`config.mk`:
```
export PLATFORM = sky130hd
export DESIGN_NAME = cec_tx_ctrl
export DESIGN_NICKNAME = d
export VERILOG_FILES = /design/src/rtl/cec_tx_pkg.sv /design/src/rtl/cec_tx_regs.sv /design/src/rtl/cec_tx_seq.sv /design/src/rtl/cec_tx_irq.sv /design/src/rtl/cec_tx_ctrl.sv
export SDC_FILE = /design/constraint.sdc
export NUM_CORES = 1
export LEC_CHECK = 0
export BUFFER_PORTS_ARGS = -buffer_cell sky130_fd_sc_hd__buf_2
export CORE_ASPECT_RATIO = 0.75
export CORE_MARGIN = 2
export CORE_UTILIZATION = 35
export CTS_CLUSTER_SIZE = 20
export DETAILED_ROUTE_END_ITERATION = 8
export PLACE_DENSITY_LB_ADDON = 0.05
export SLEW_MARGIN = 20
export SYNTH_ARGS = -nofsm -noshare
export SYNTH_HDL_FRONTEND = slang
export SYNTH_SLANG_ARGS = --single-unit
```
`constraint.sdc`:
```
create_clock -name clk -period 5.4 [get_ports clk]
set_input_delay 1.08 -clock clk [delete_from_list [all_inputs] [get_ports clk]]
set_output_delay 1.08 -clock clk [all_outputs]
set_load 0.02 [all_outputs]
```
`src/rtl/cec_tx_pkg.sv`:
```
package cec_tx_pkg;

    localparam int FRAME_BYTES = 16;
    localparam int LEN_W       = $clog2(FRAME_BYTES + 1);
    localparam int NUM_REGS    = FRAME_BYTES + 6;
    localparam int ADDR_W      = $clog2(NUM_REGS);
    localparam int CNT_W       = 4;
    localparam int LIM_W       = 3;
    localparam int LIM_LSB     = 4;
    localparam int FLAG_LSB    = 3;

    localparam logic [ADDR_W-1:0] A_LEN   = ADDR_W'(FRAME_BYTES);
    localparam logic [ADDR_W-1:0] A_RETRY = ADDR_W'(FRAME_BYTES + 1);
    localparam logic [ADDR_W-1:0] A_EN    = ADDR_W'(FRAME_BYTES + 2);
    localparam logic [ADDR_W-1:0] A_FLAGS = ADDR_W'(FRAME_BYTES + 3);
    localparam logic [ADDR_W-1:0] A_FLEN  = ADDR_W'(FRAME_BYTES + 4);
    localparam logic [ADDR_W-1:0] A_FAIL  = ADDR_W'(FRAME_BYTES + 5);

    typedef enum logic [1:0] {
        RES_OK     = 2'd0,
        RES_ARB    = 2'd1,
        RES_NACK   = 2'd2,
        RES_LOWDRV = 2'd3
    } att_res_e;

    typedef enum logic [1:0] {
        SQ_IDLE   = 2'd0,
        SQ_LAUNCH = 2'd1,
        SQ_WAIT   = 2'd2
    } seq_st_e;

    // field order matches status bits 5,4,3
    typedef struct packed {
        logic ready;
        logic arb;
        logic timeout;
    } tx_flags_t;

    function automatic logic [CNT_W-1:0] sat_inc(input logic [CNT_W-1:0] v);
        return (v == {CNT_W{1'b1}}) ? v : v + 1'b1;
    endfunction

    function automatic logic [1:0] cause_of(input tx_flags_t f);
        if (f.arb)          return 2'd1;
        else if (f.timeout) return 2'd2;
        else if (f.ready)   return 2'd3;
        else                return 2'd0;
    endfunction

endpackage

```
`src/rtl/cec_tx_regs.sv`:
```
module cec_tx_regs
    import cec_tx_pkg::*;
(
    input  logic                     clk,
    input  logic                     rst,
    input  logic                     wr_en,
    input  logic [ADDR_W-1:0]        wr_addr,
    input  logic [7:0]               wr_data,
    output logic [FRAME_BYTES*8-1:0] frame,
    output logic [LEN_W-1:0]         len,
    output logic [LIM_W-1:0]         limit,
    output tx_flags_t                flag_en
);

    generate
        for (genvar k = 0; k < FRAME_BYTES; k++) begin : g_byte
            always_ff @(posedge clk) begin
                if (rst)
                    frame[8*k +: 8] <= '0;
                else if (wr_en && wr_addr == ADDR_W'(k))
                    frame[8*k +: 8] <= wr_data;
            end
        end
    endgenerate

    always_ff @(posedge clk) begin
        if (rst) begin
            len     <= '0;
            limit   <= '0;
            flag_en <= '0;
        end else if (wr_en) begin
            if (wr_addr == A_LEN)   len     <= wr_data[LEN_W-1:0];
            if (wr_addr == A_RETRY) limit   <= wr_data[LIM_LSB +: LIM_W];
            if (wr_addr == A_FLEN)  flag_en <= wr_data[FLAG_LSB +: 3];
        end
    end

endmodule

```
`src/rtl/cec_tx_seq.sv`:
```
module cec_tx_seq
    import cec_tx_pkg::*;
(
    input  logic             clk,
    input  logic             rst,
    input  logic             start_req,
    input  logic [LIM_W-1:0] limit,
    input  logic             att_done,
    input  logic [1:0]       att_result,
    output logic             att_start,
    output logic             busy,
    output logic [7:0]       fail_stat,
    output tx_flags_t        ev
);

    seq_st_e          st_q, st_d;
    logic [CNT_W-1:0] nack_q, low_q, tries_q;
    logic [CNT_W-1:0] tries_nxt;
    logic [LIM_W-1:0] eff_lim;
    logic             fail_now;

    assign eff_lim   = (limit == '0) ? LIM_W'(1) : limit;
    assign tries_nxt = tries_q + 1'b1;
    assign fail_now  = (st_q == SQ_WAIT) && att_done &&
                       (att_result == RES_NACK || att_result == RES_LOWDRV);

    always_comb begin
        st_d = st_q;
        ev   = '0;
        unique case (st_q)
            SQ_IDLE:   if (start_req) st_d = SQ_LAUNCH;
            SQ_LAUNCH: st_d = SQ_WAIT;
            SQ_WAIT: begin
                if (att_done) begin
                    if (att_result == RES_OK) begin
                        ev.ready = 1'b1;
                        st_d     = SQ_IDLE;
                    end else if (att_result == RES_ARB) begin
                        ev.arb = 1'b1;
                        st_d   = SQ_IDLE;
                    end else if (tries_nxt > CNT_W'(eff_lim)) begin
                        ev.timeout = 1'b1;
                        st_d       = SQ_IDLE;
                    end else begin
                        st_d = SQ_LAUNCH;
                    end
                end
            end
            default: st_d = SQ_IDLE;
        endcase
    end

    always_ff @(posedge clk) begin
        if (rst) begin
            st_q    <= SQ_IDLE;
            nack_q  <= '0;
            low_q   <= '0;
            tries_q <= '0;
        end else begin
            st_q <= st_d;
            if (st_q == SQ_IDLE && start_req) begin
                nack_q  <= '0;
                low_q   <= '0;
                tries_q <= '0;
            end else if (fail_now) begin
                tries_q <= tries_nxt;
                if (att_result == RES_NACK) nack_q <= sat_inc(nack_q);
                else                        low_q  <= sat_inc(low_q);
            end
        end
    end

    assign att_start = (st_q == SQ_LAUNCH);
    assign busy      = (st_q != SQ_IDLE);
    assign fail_stat = {low_q, nack_q};

endmodule

```
`src/rtl/cec_tx_irq.sv`:
```
module cec_tx_irq
    import cec_tx_pkg::*;
(
    input  logic      clk,
    input  logic      rst,
    input  tx_flags_t ev,
    input  tx_flags_t clr,
    input  tx_flags_t flag_en,
    output tx_flags_t flags,
    output logic      irq,
    output logic [1:0] cause
);

    always_ff @(posedge clk) begin
        if (rst) flags <= '0;
        else     flags <= (flags & ~clr) | ev;
    end

    assign irq   = |(flags & flag_en);
    assign cause = cause_of(flags);

endmodule

```
`src/rtl/cec_tx_ctrl.sv`:
```
module cec_tx_ctrl
    import cec_tx_pkg::*;
(
    input  logic                     clk,
    input  logic                     rst,
    input  logic                     wr_en,
    input  logic [ADDR_W-1:0]        wr_addr,
    input  logic [7:0]               wr_data,
    input  logic [ADDR_W-1:0]        rd_addr,
    output logic [7:0]               rd_data,
    output logic                     att_start,
    input  logic                     att_done,
    input  logic [1:0]               att_result,
    output logic [FRAME_BYTES*8-1:0] att_frame,
    output logic [LEN_W-1:0]         att_len,
    output logic                     irq,
    output logic [1:0]               tx_cause
);

    logic             busy;
    logic             start_req;
    logic [LIM_W-1:0] limit;
    logic [7:0]       fail_stat;
    tx_flags_t        ev, clr, flags, flag_en;

    assign start_req = wr_en && (wr_addr == A_EN) && wr_data[0] && !busy;
    assign clr       = (wr_en && wr_addr == A_FLAGS) ? tx_flags_t'(wr_data[FLAG_LSB +: 3]) : '0;

    cec_tx_regs u_regs (
        .clk     (clk),
        .rst     (rst),
        .wr_en   (wr_en),
        .wr_addr (wr_addr),
        .wr_data (wr_data),
        .frame   (att_frame),
        .len     (att_len),
        .limit   (limit),
        .flag_en (flag_en)
    );

    cec_tx_seq u_seq (
        .clk        (clk),
        .rst        (rst),
        .start_req  (start_req),
        .limit      (limit),
        .att_done   (att_done),
        .att_result (att_result),
        .att_start  (att_start),
        .busy       (busy),
        .fail_stat  (fail_stat),
        .ev         (ev)
    );

    cec_tx_irq u_irq (
        .clk     (clk),
        .rst     (rst),
        .ev      (ev),
        .clr     (clr),
        .flag_en (flag_en),
        .flags   (flags),
        .irq     (irq),
        .cause   (tx_cause)
    );

    always_comb begin
        rd_data = '0;
        if (rd_addr < A_LEN) begin
            rd_data = att_frame[8*rd_addr +: 8];
        end else begin
            case (rd_addr)
                A_LEN:   rd_data = 8'(att_len);
                A_RETRY: rd_data[LIM_LSB +: LIM_W] = limit;
                A_EN:    rd_data[0] = busy;
                A_FLAGS: rd_data[FLAG_LSB +: 3] = flags;
                A_FLEN:  rd_data[FLAG_LSB +: 3] = flag_en;
                A_FAIL:  rd_data = fail_stat;
                default: rd_data = '0;
            endcase
        end
    end

endmodule

```
==> impl_metrics.tcl, run 1 <==
set metrics [dict create \
    status "finished clean" \
    comb_power_share 0.072 \
    synth_area_um2 7310 \
    dieArea_um2 22100 \
    vias 6573 \
    clock-sinks 156 \
    rr_worst_depth 7 \
    antenna_found_initial 1 \
    crit_cells 7 \
    cts-resized-gates 0 \
    cts_hold_buf 0 \
    power_frac_seq 0.464 \
    grt_util_all_layers 0.234 \
    ant_nets 0 \
    synth.most_common_cell "dfxtp_1" \
    drive_above_1_share 0.268 \
    drtPass1Iterations 5 \
    cts_root_buf "clkbuf_16" \
    cts_setup_buffers 0 \
    ys_ff_latch 156 \
    grt-ovfl-total 0 \
    max_stage_delay_ns 0.58 \
    die_height_um 129 \
    syn_nets 831 \
    setup_violations 0 \
    area_delta_synth_final_pct 20.9 \
    port_buffers 168 \
    hold_depth 2 \
    top_usage_layer "met2" \
    synth_area_per_cell_um2 9.13 \
    cp-end-kind "output port" \
    tritoncts "built" \
    tns_ns 0 \
    synth_ff_type "dfxtp_1" \
    cp.required_ns 4.32 \
    synth_common_cells "dfxtp_1 (156), nand2_1 (102), nor2_1 (90), mux2i_1 (85), a21oi_1 (80)" \
    synth-edff-count 0 \
    drc 0 \
    fmax_ghz 0.217 \
    p_leak_nw 3.63 \
    num-nets-final 954 \
    finalHoldViolations 0 \
    async_reset_ff_frac 0 \
    worstSetupPathType "input port to output port" \
    wirelength_um 25600 \
    finalClockSkew_ns 0.00457 \
    finalCritPeriodShare 0.855 \
    ys_types 49 \
    wl_per_cell_um 21.0 \
    switching_share 0.266 \
    power_density_nw_per_um2 284 \
    antenna_cells_inserted 0 \
    fin_cells 1219 \
    ioPinCount 169 \
    fin_crit_ns 4.62 \
    grtUsageMet3 0.0620 \
    die_width_um 171 \
    critPathMostFrequentCell "buf_2" \
    tightest_slew_ns 1.12 \
    pwr-share-clk 0.465 \
    grt_pass1_vias 6148 \
    yosysTopAreaCellShare 0.427 \
    yosys.area.top_type "dfxtp_1" \
    clk_path_buf_depth 2 \
    grt_max_degree 97 \
    ys.warnings.count 0 \
    path_max_fanout 22 \
    hold_path_class "register to register" \
    core_um2 20400 \
    num_rows 45 \
    startpoint_type "input port" \
    viasPerCell 5.39 \
    insertion_delay_ns 0.43 \
    maxCapViolations 0 \
    grt_util_met2 0.343 \
    switching_power_mw 0.669 \
    drv_slew 0 \
    relSlewSlack 0.253 \
    path_cells "buf_2 -> buf_4 -> mux4_2 -> mux2_2 -> o21ai_0 -> o21ai_1 -> buf_2" \
    ir_worst_vdd_v 0.000197 \
    grt_first_pass_wirelength_um 38000 \
    synth_area_leaders "dfxtp_1 (43%), mux2i_1 (12%), mux4_2 (7.4%), a21oi_1 (5.5%), nand2_1 (5.2%)" \
    critPathBufInv 3 \
    cp.arrival_ns 3.54 \
    path_clk_slew_ns 0.06 \
    htree_levels 4 \
    first_iter_violations 521 \
    crit_slowest_cell "buf_2" \
    critPathTopFamily "buffers and inverters" \
    placed_cells 1187 \
    post-dp-hpwl_um 18000 \
    cts_buffers 17 \
    syn_inst 801 \
    rsz0062_at_grt "no" \
    yosysSeqAreaShare 0.427 \
    initial_utilization 0.359 \
    place_congestion 0.864 \
    gr-usage-met1 0.336 \
    internal_power_mw 1.84 \
]
sequential cells by signal, indices dropped and copies added, names as in the netlist:
signal          flops
u_seq.low_q         4
u_regs.flag_en      3
u_irq.flags         3
u_seq.nack_q        4
u_regs.len          5
u_regs.limit        3
u_regs.frame      128
u_seq.st_q          2
u_seq.tries_q       4
cell type report:
class | instances | area (um2)
inverters | 7 | 26.3
repair buffers | 178 | 918
clock buffers | 20 | 467
fillers | 2045 | 11500
flip-flops and latches | 156 | 3120
well taps | 282 | 353
multi-input cells | 564 | 3850
clock inverters | 12 | 103
layout by cell type, fill, tap and decap left out, types with 4 or more instances in the layout:
| cell | instances |
|---|---|
| buf_2 | 167 |
| dfxtp_1 | 156 |
| nand2_1 | 102 |
| nor2_1 | 89 |
| mux2i_1 | 85 |
| a21oi_1 | 80 |
| nand3_1 | 75 |
| mux4_2 | 24 |
| clkbuf_16 | 17 |
| nor2b_1 | 13 |
| buf_4 | 11 |
| inv_1 | 7 |
| xor2_1 | 6 |
| mux2_2 | 6 |
| o21ai_0 | 6 |
| nand4_1 | 6 |
| ha_1 | 6 |
| nor3_1 | 5 |
| a22oi_1 | 5 |
| mux4_1 | 5 |
| xnor2_1 | 5 |
| nand2b_1 | 4 |
| o21ai_1 | 4 |
| a221oi_1 | 4 |
| inv_6 | 4 |
| clkinvlp_4 | 4 |
tightest hold or removal path, stage by stage, from the launching register on:
cell and delay, ns:
dfxtp_1 0.32, nand2_1 0.06, a21oi_1 0.05
metal layers:
layer  wire length, um  vias up
li1                  -     3065
met1             12000     3236
met2             11300      237
met3              1900       35
met4               456        0
met5                 0        -
through the flow:
stage | instance area, um2 | utilization | setup slack, ns | hold WS, ns | power [mW]
final | 8840 | 0.434 | 0.784 | 0.475 | 2.51
after global routing | 8840 | 0.434 | 0.565 | 0.498 | 2.60
after CTS | 8840 | 0.434 | 0.763 | 0.476 | 2.53
after detailed placement | 8270 | 0.406 | 0.759 | 0.465 | 1.37
after global placement | 8270 | 0.406 | 0.788 | 0.461 | 1.37
after floorplan | 7310 | - | 1.76 | 0.445 | 1.31
path summary, 6_finish.rpt:
kind	from	end	slack, ns
worst max-delay path	rd_addr[0]	rd_data[7]	0.78
worst min-delay path	u_regs.frame[72]$_SDFFE_PP0P_	u_regs.frame[72]$_SDFFE_PP0P_	0.47
worst max register to register	u_seq.tries_q[0]$_SDFFE_PP0P_	u_seq.st_q[0]$_SDFFE_PP0P_	3.34
worst min register to register	u_regs.frame[72]$_SDFFE_PP0P_	u_regs.frame[72]$_SDFFE_PP0P_	0.47
logic make-up (layout without fill, tap and decap cells):
logic type | count (synthesis) | count (layout) | share of synthesized area
AO/OA/AOI/OAI | 116 | 116 | 0.0907
XOR/XNOR | 11 | 11 | 0.0132
adder cells (fa/ha/maj) | 6 | 6 | 0.0103
buffers and inverters | 81 | 217 | 0.0484
flip-flops | 156 | 156 | 0.427
multiplexers | 120 | 120 | 0.218
AND/OR/NAND/NOR | 311 | 311 | 0.193
power by group through the flow:
stage / Clock [mW] / Combinational [mW] / Sequential, mW
after floorplan: 0 / 0.115 / 1.20
after global placement: 0 / 0.177 / 1.19
after detailed placement: 0 / 0.179 / 1.19
after CTS: 1.19 / 0.179 / 1.17
after global routing: 1.24 / 0.192 / 1.17
final: 1.17 / 0.180 / 1.17
Note: power is estimated with default switching activity, not from simulation.
==> run 2, diff against run 1 <==
- CORE_MARGIN: 2 -> 4
- CTS_BUF_LIST: default -> sky130_fd_sc_hd__clkbuf_4
==> impl_metrics.tcl, run 2 (synthesis results as in run 1) <==
set metrics [dict create \
    status "finished clean" \
    path_cells "buf_2 -> mux4_1 -> mux2i_1 -> nor3b_1 -> or3_1 -> buf_2" \
    area_delta_synth_final_pct 17.6 \
    path_max_fanout 39 \
    worstSetupPathType "input port to output port" \
    cp.arrival_ns 3.41 \
    r2r_slack_ns 3.34 \
    ant_nets 0 \
    grt_util_all_layers 0.221 \
    whs_endpoint "u_seq.tries_q[1]$_SDFFE_PP0P_" \
    grt_first_pass_wirelength_um 39500 \
    crit_slowest_cell "buf_2" \
    place_congestion 0.847 \
    drc 0 \
    drtPass1Iterations 9 \
    vias 6568 \
    crit_cells 6 \
    finalClockSkew_ns 0.0115 \
    ioPinCount 169 \
    drive_above_1_share 0.268 \
    grt_max_degree 78 \
    cp-end-kind "output port" \
    viasPerCell 5.38 \
    die_width_um 175 \
    startpoint_type "input port" \
    relSlewSlack 0.265 \
    final_common_cell "buf_2" \
    initial_utilization 0.359 \
    num-nets-final 955 \
    die_height_um 133 \
    tightest_slew_ns 1.10 \
    setup_violations 0 \
    finalCritPeriodShare 0.831 \
    fmax_ghz 0.223 \
    grt_pass1_vias 6452 \
    p_leak_nw 3.53 \
    insertion_delay_ns 0.56 \
    r2r-start "u_seq.tries_q[0]$_SDFFE_PP0P_" \
    multi_input_area_um2 3850 \
    hold_depth 2 \
    cts-resized-gates 0 \
    reg_top3 "u_regs.frame x128, u_regs.len x5" \
    core_um2 20400 \
    max_stage_delay_ns 0.77 \
    r2r_end "u_seq.st_q[0]$_SDFFE_PP0P_" \
    first_iter_violations 579 \
    critPathTopFamily "buffers and inverters" \
    critPathBufInv 2 \
    fill_cells 2050 \
    cts_root_buf "clkbuf_4" \
    clk_path_buf_depth 2 \
    tritoncts "built" \
    hold_path_class "register to register" \
    critPathMostFrequentCell "buf_2" \
    maxCapViolations 0 \
    htree_levels 4 \
    rr_worst_depth 7 \
    num_rows 45 \
    rsz0062_at_grt "no" \
    fin_crit_ns 4.49 \
    cts_hold_buf 0 \
    register_area_um2 3120 \
    cp.required_ns 4.32 \
    port_buffers 168 \
    tns_ns 0 \
    drv_slew 0 \
    power_mw 2.15 \
    wl_per_cell_um 21.5 \
    path_clk_slew_ns 0.13 \
    dieArea_um2 23300 \
    antenna_found_initial 3 \
    finalHoldViolations 0 \
    grt-ovfl-total 0 \
    largest_reg_flops 128 \
    clock-sinks 156 \
    wirelength_um 26300 \
    cts_setup_buffers 0 \
    layout_common_cells "buf_2 (167), dfxtp_1 (156), nand2_1 (102), nor2_1 (89), mux2i_1 (85)" \
    power_density_nw_per_um2 250 \
    ir_worst_vdd_v 0.000139 \
    regMostFlops "u_regs.frame" \
    post-dp-hpwl_um 18700 \
    cts_buffers 17 \
    worstHoldStart "u_seq.tries_q[1]$_SDFFE_PP0P_" \
]
==> run 2: cell types whose count changed in the layout (fill, tap and decap cells not counted), moves of 2 or more <==
| cell | delta |
|---|---|
| bufinv_16 | +3 |
| clkbuf_8 | -3 |
| clkbuf_4 | +18 |
| clkinvlp_4 | -2 |
| clkbuf_16 | -17 |
==> run 2: how the worst max path moves through the flow <==
stage	slack [ns]	end	startpoint
2_1_floorplan	1.76	rd_data[4]	rd_addr[0]
3_3_place_gp	1.00	rd_data[3]	rd_addr[0]
3_5_place_dp	0.96	rd_data[3]	rd_addr[1]
4_1_cts	0.95	rd_data[3]	rd_addr[1]
5_1_grt	0.75	rd_data[1]	rd_addr[1]
6_report	0.91	rd_data[3]	rd_addr[1]
==> run 2: power by group <==
group          total (mW)  switching (mW)  internal (mW)  leakage, nW
clock               0.799           0.463          0.336        0.166
combinational       0.181           0.132         0.0493         2.11
sequential           1.17         0.00764           1.16         1.26
total                2.15           0.602           1.54         3.53
==> run 2: layer usage <==
layer | global-route usage | vias to the layer above | wire length (um)
met4 | 0.0580 | 0 | 438
li1 | - | 3063 | -
met1 | 0.320 | 3237 | 12500
met3 | 0.0511 | 24 | 1720
met5 | 0 | - | 0
met2 | 0.334 | 244 | 11600
==> run 2: worst min-delay path: stages, from the launching register on <==
cell and delay (ns):
dfxtp_1 0.35, nand2_1 0.06, a21oi_1 0.05
==> run 2: metrics by stage <==
stage	utilization	hold slack, ns	instances	worst slack, ns	instance area, um2
floorplan	-	0.445	801	1.76	7310
global placement	0.406	0.466	1188	1.00	8270
detailed placement	0.406	0.469	1188	0.956	8270
CTS	0.421	0.492	1220	0.947	8590
global route	0.422	0.511	1221	0.751	8590
finish	0.422	0.491	1221	0.913	8590
==> run 2: cell type report <==
type	instances	area share
Timing Repair Buffer	179	0.108
Clock buffer	18	0.0157
Inverter	7	0.00306
Antenna cell	1	0.000291
Multi-Input combinational cell	564	0.448
Sequential cell	156	0.363
Clock inverter	14	0.0213
Tap cell	282	0.0411
==> run 3, diff against run 2 <==
- clock period: 5.4 -> 4.6 ns (I/O delays scaled with it)
==> impl_metrics.tcl, run 3 (synthesis results as in run 1) <==
set metrics [dict create \
    initial_utilization 0.359 \
    viasPerCell 5.39 \
    grt_util_all_layers 0.224 \
    cts_root_buf "clkbuf_4" \
    switching_share 0.274 \
    multi_input_area_um2 3850 \
    num_rows 45 \
    grt-ovfl-total 0 \
    worstSetupPathType "input port to output port" \
    r2r-start "u_seq.tries_q[0]$_SDFFE_PP0P_" \
    antenna_found_initial 0 \
    cts-resized-gates 0 \
    placed_cells 1193 \
    wl_per_cell_um 21.5 \
    final_common_cell "buf_2" \
    port_buffers 168 \
    htree_levels 4 \
    cts_buffers 17 \
    core_um2 20400 \
    ir_worst_vdd_v 0.000176 \
    drv_slew 0 \
    status "finished clean" \
    drc 0 \
    power_mw 2.56 \
    comb_power_share 0.084 \
    grt_max_degree 76 \
    cp.required_ns 3.68 \
    grt_first_pass_wirelength_um 40000 \
    fin_crit_ns 4.09 \
    layout_common_cells "buf_2 (167), dfxtp_1 (156), nand2_1 (102), nor2_1 (89), mux2i_1 (85)" \
    tightest_slew_ns 1.07 \
    largest_reg_flops 128 \
    worstHoldStart "u_regs.frame[80]$_SDFFE_PP0P_" \
    insertion_delay_ns 0.58 \
    area_delta_synth_final_pct 18.3 \
    tritoncts "built" \
    antenna_cells_inserted 0 \
    finalHoldViolations 0 \
    cts_hold_buf 0 \
    regMostFlops "u_regs.frame" \
    clk_path_buf_depth 2 \
    pre_cts_ws_ns 0.515 \
    finalClockSkew_ns 0.0228 \
    path_max_fanout 19 \
    worst_hold_slack_ns 0.491 \
    cts_setup_buffers 0 \
    dieArea_um2 23300 \
    post-dp-hpwl_um 19100 \
    internal_power_mw 1.86 \
    power_density_nw_per_um2 297 \
    ioPinCount 169 \
    tns_ns 0 \
    fmax_ghz 0.244 \
    num-nets-final 960 \
    register_area_um2 3120 \
    setup_violations 0 \
    switching_power_mw 0.704 \
    p_leak_nw 3.56 \
    wirelength_um 26300 \
    rsz0062_at_grt "no" \
    clock-sinks 156 \
    die_width_um 175 \
    startpoint_type "input port" \
    finalCritPeriodShare 0.890 \
    pwr-share-clk 0.382 \
    first_iter_violations 602 \
    die_height_um 133 \
    r2r_slack_ns 2.54 \
    path_clk_slew_ns 0.14 \
    fin_cells 1225 \
    cp-end-kind "output port" \
    place_congestion 0.885 \
    drtPass1Iterations 7 \
    relSlewSlack 0.284 \
    worstSetupStartpoint "rd_addr[0]" \
    ant_nets 0 \
    hold_depth 2 \
    rr_worst_depth 7 \
    maxCapViolations 0 \
    power_frac_seq 0.534 \
    cp.arrival_ns 3.17 \
    fill_cells 2048 \
    hold_path_class "register to register" \
    reg_top3 "u_regs.frame x128, u_regs.len x5" \
    grt_pass1_vias 6530 \
    drive_above_1_share 0.270 \
    timing.final.ws_setup_ns 0.506 \
    vias 6602 \
]
[run 3: changes by cell type in the layout (fill, tap and decap cells not counted), sizes merged]
cell | before | now
diode | 1 | 0
bufinv | 3 | 4
inv | 12 | 13
clkinv | 4 | 3
clkbuf | 18 | 17
buf | 179 | 184
[run 3: routing by layer]
layer / track usage / vias up / share of wire
met2: 0.342 / 252 / 0.44
met1: 0.320 / 3232 / 0.47
met3: 0.0522 / 31 / 0.074
met4: 0.0589 / 0 / 0.014
li1: - / 3087 / -
met5: 0 / - / 0
[run 3: cell type report]
type                            count  share of cell area
Inverter                            7             0.00304
Clock buffer                       17              0.0148
Timing Repair Buffer              184               0.111
Tap cell                          282              0.0408
Sequential cell                   156               0.361
Clock inverter                     15              0.0239
Multi-Input combinational cell    564               0.445
[run 3: critical path, cell delays in order]
cell and delay, ns:
buf_2 0.49, buf_4 0.25, mux4_2 0.49, mux2_2 0.26, o21ai_0 0.45, o21ai_1 0.12
buf_2 0.18
[run 3: worst paths after layout]
check	to
setup / recovery	rd_data[7]
hold / removal	u_regs.frame[80]$_SDFFE_PP0P_
setup reg to reg	u_seq.st_q[0]$_SDFFE_PP0P_
hold reg to reg	u_regs.frame[80]$_SDFFE_PP0P_
[run 3: power by group through the flow]
stage,logic [mW],registers [mW],clock network [mW]
6_report,0.215,1.37,0.981
2_1_floorplan,0.135,1.41,0
5_1_grt,0.230,1.37,1.06
3_3_place_gp,0.211,1.40,0
3_5_place_dp,0.214,1.40,0
4_1_cts,0.214,1.37,1.01
[run 3: per-stage QoR]
stage | instance area (um2) | util
after floorplan | 7310 | -
after global placement | 8310 | 0.408
after detailed placement | 8310 | 0.408
after CTS | 8650 | 0.424
after global routing | 8650 | 0.424
final | 8650 | 0.424
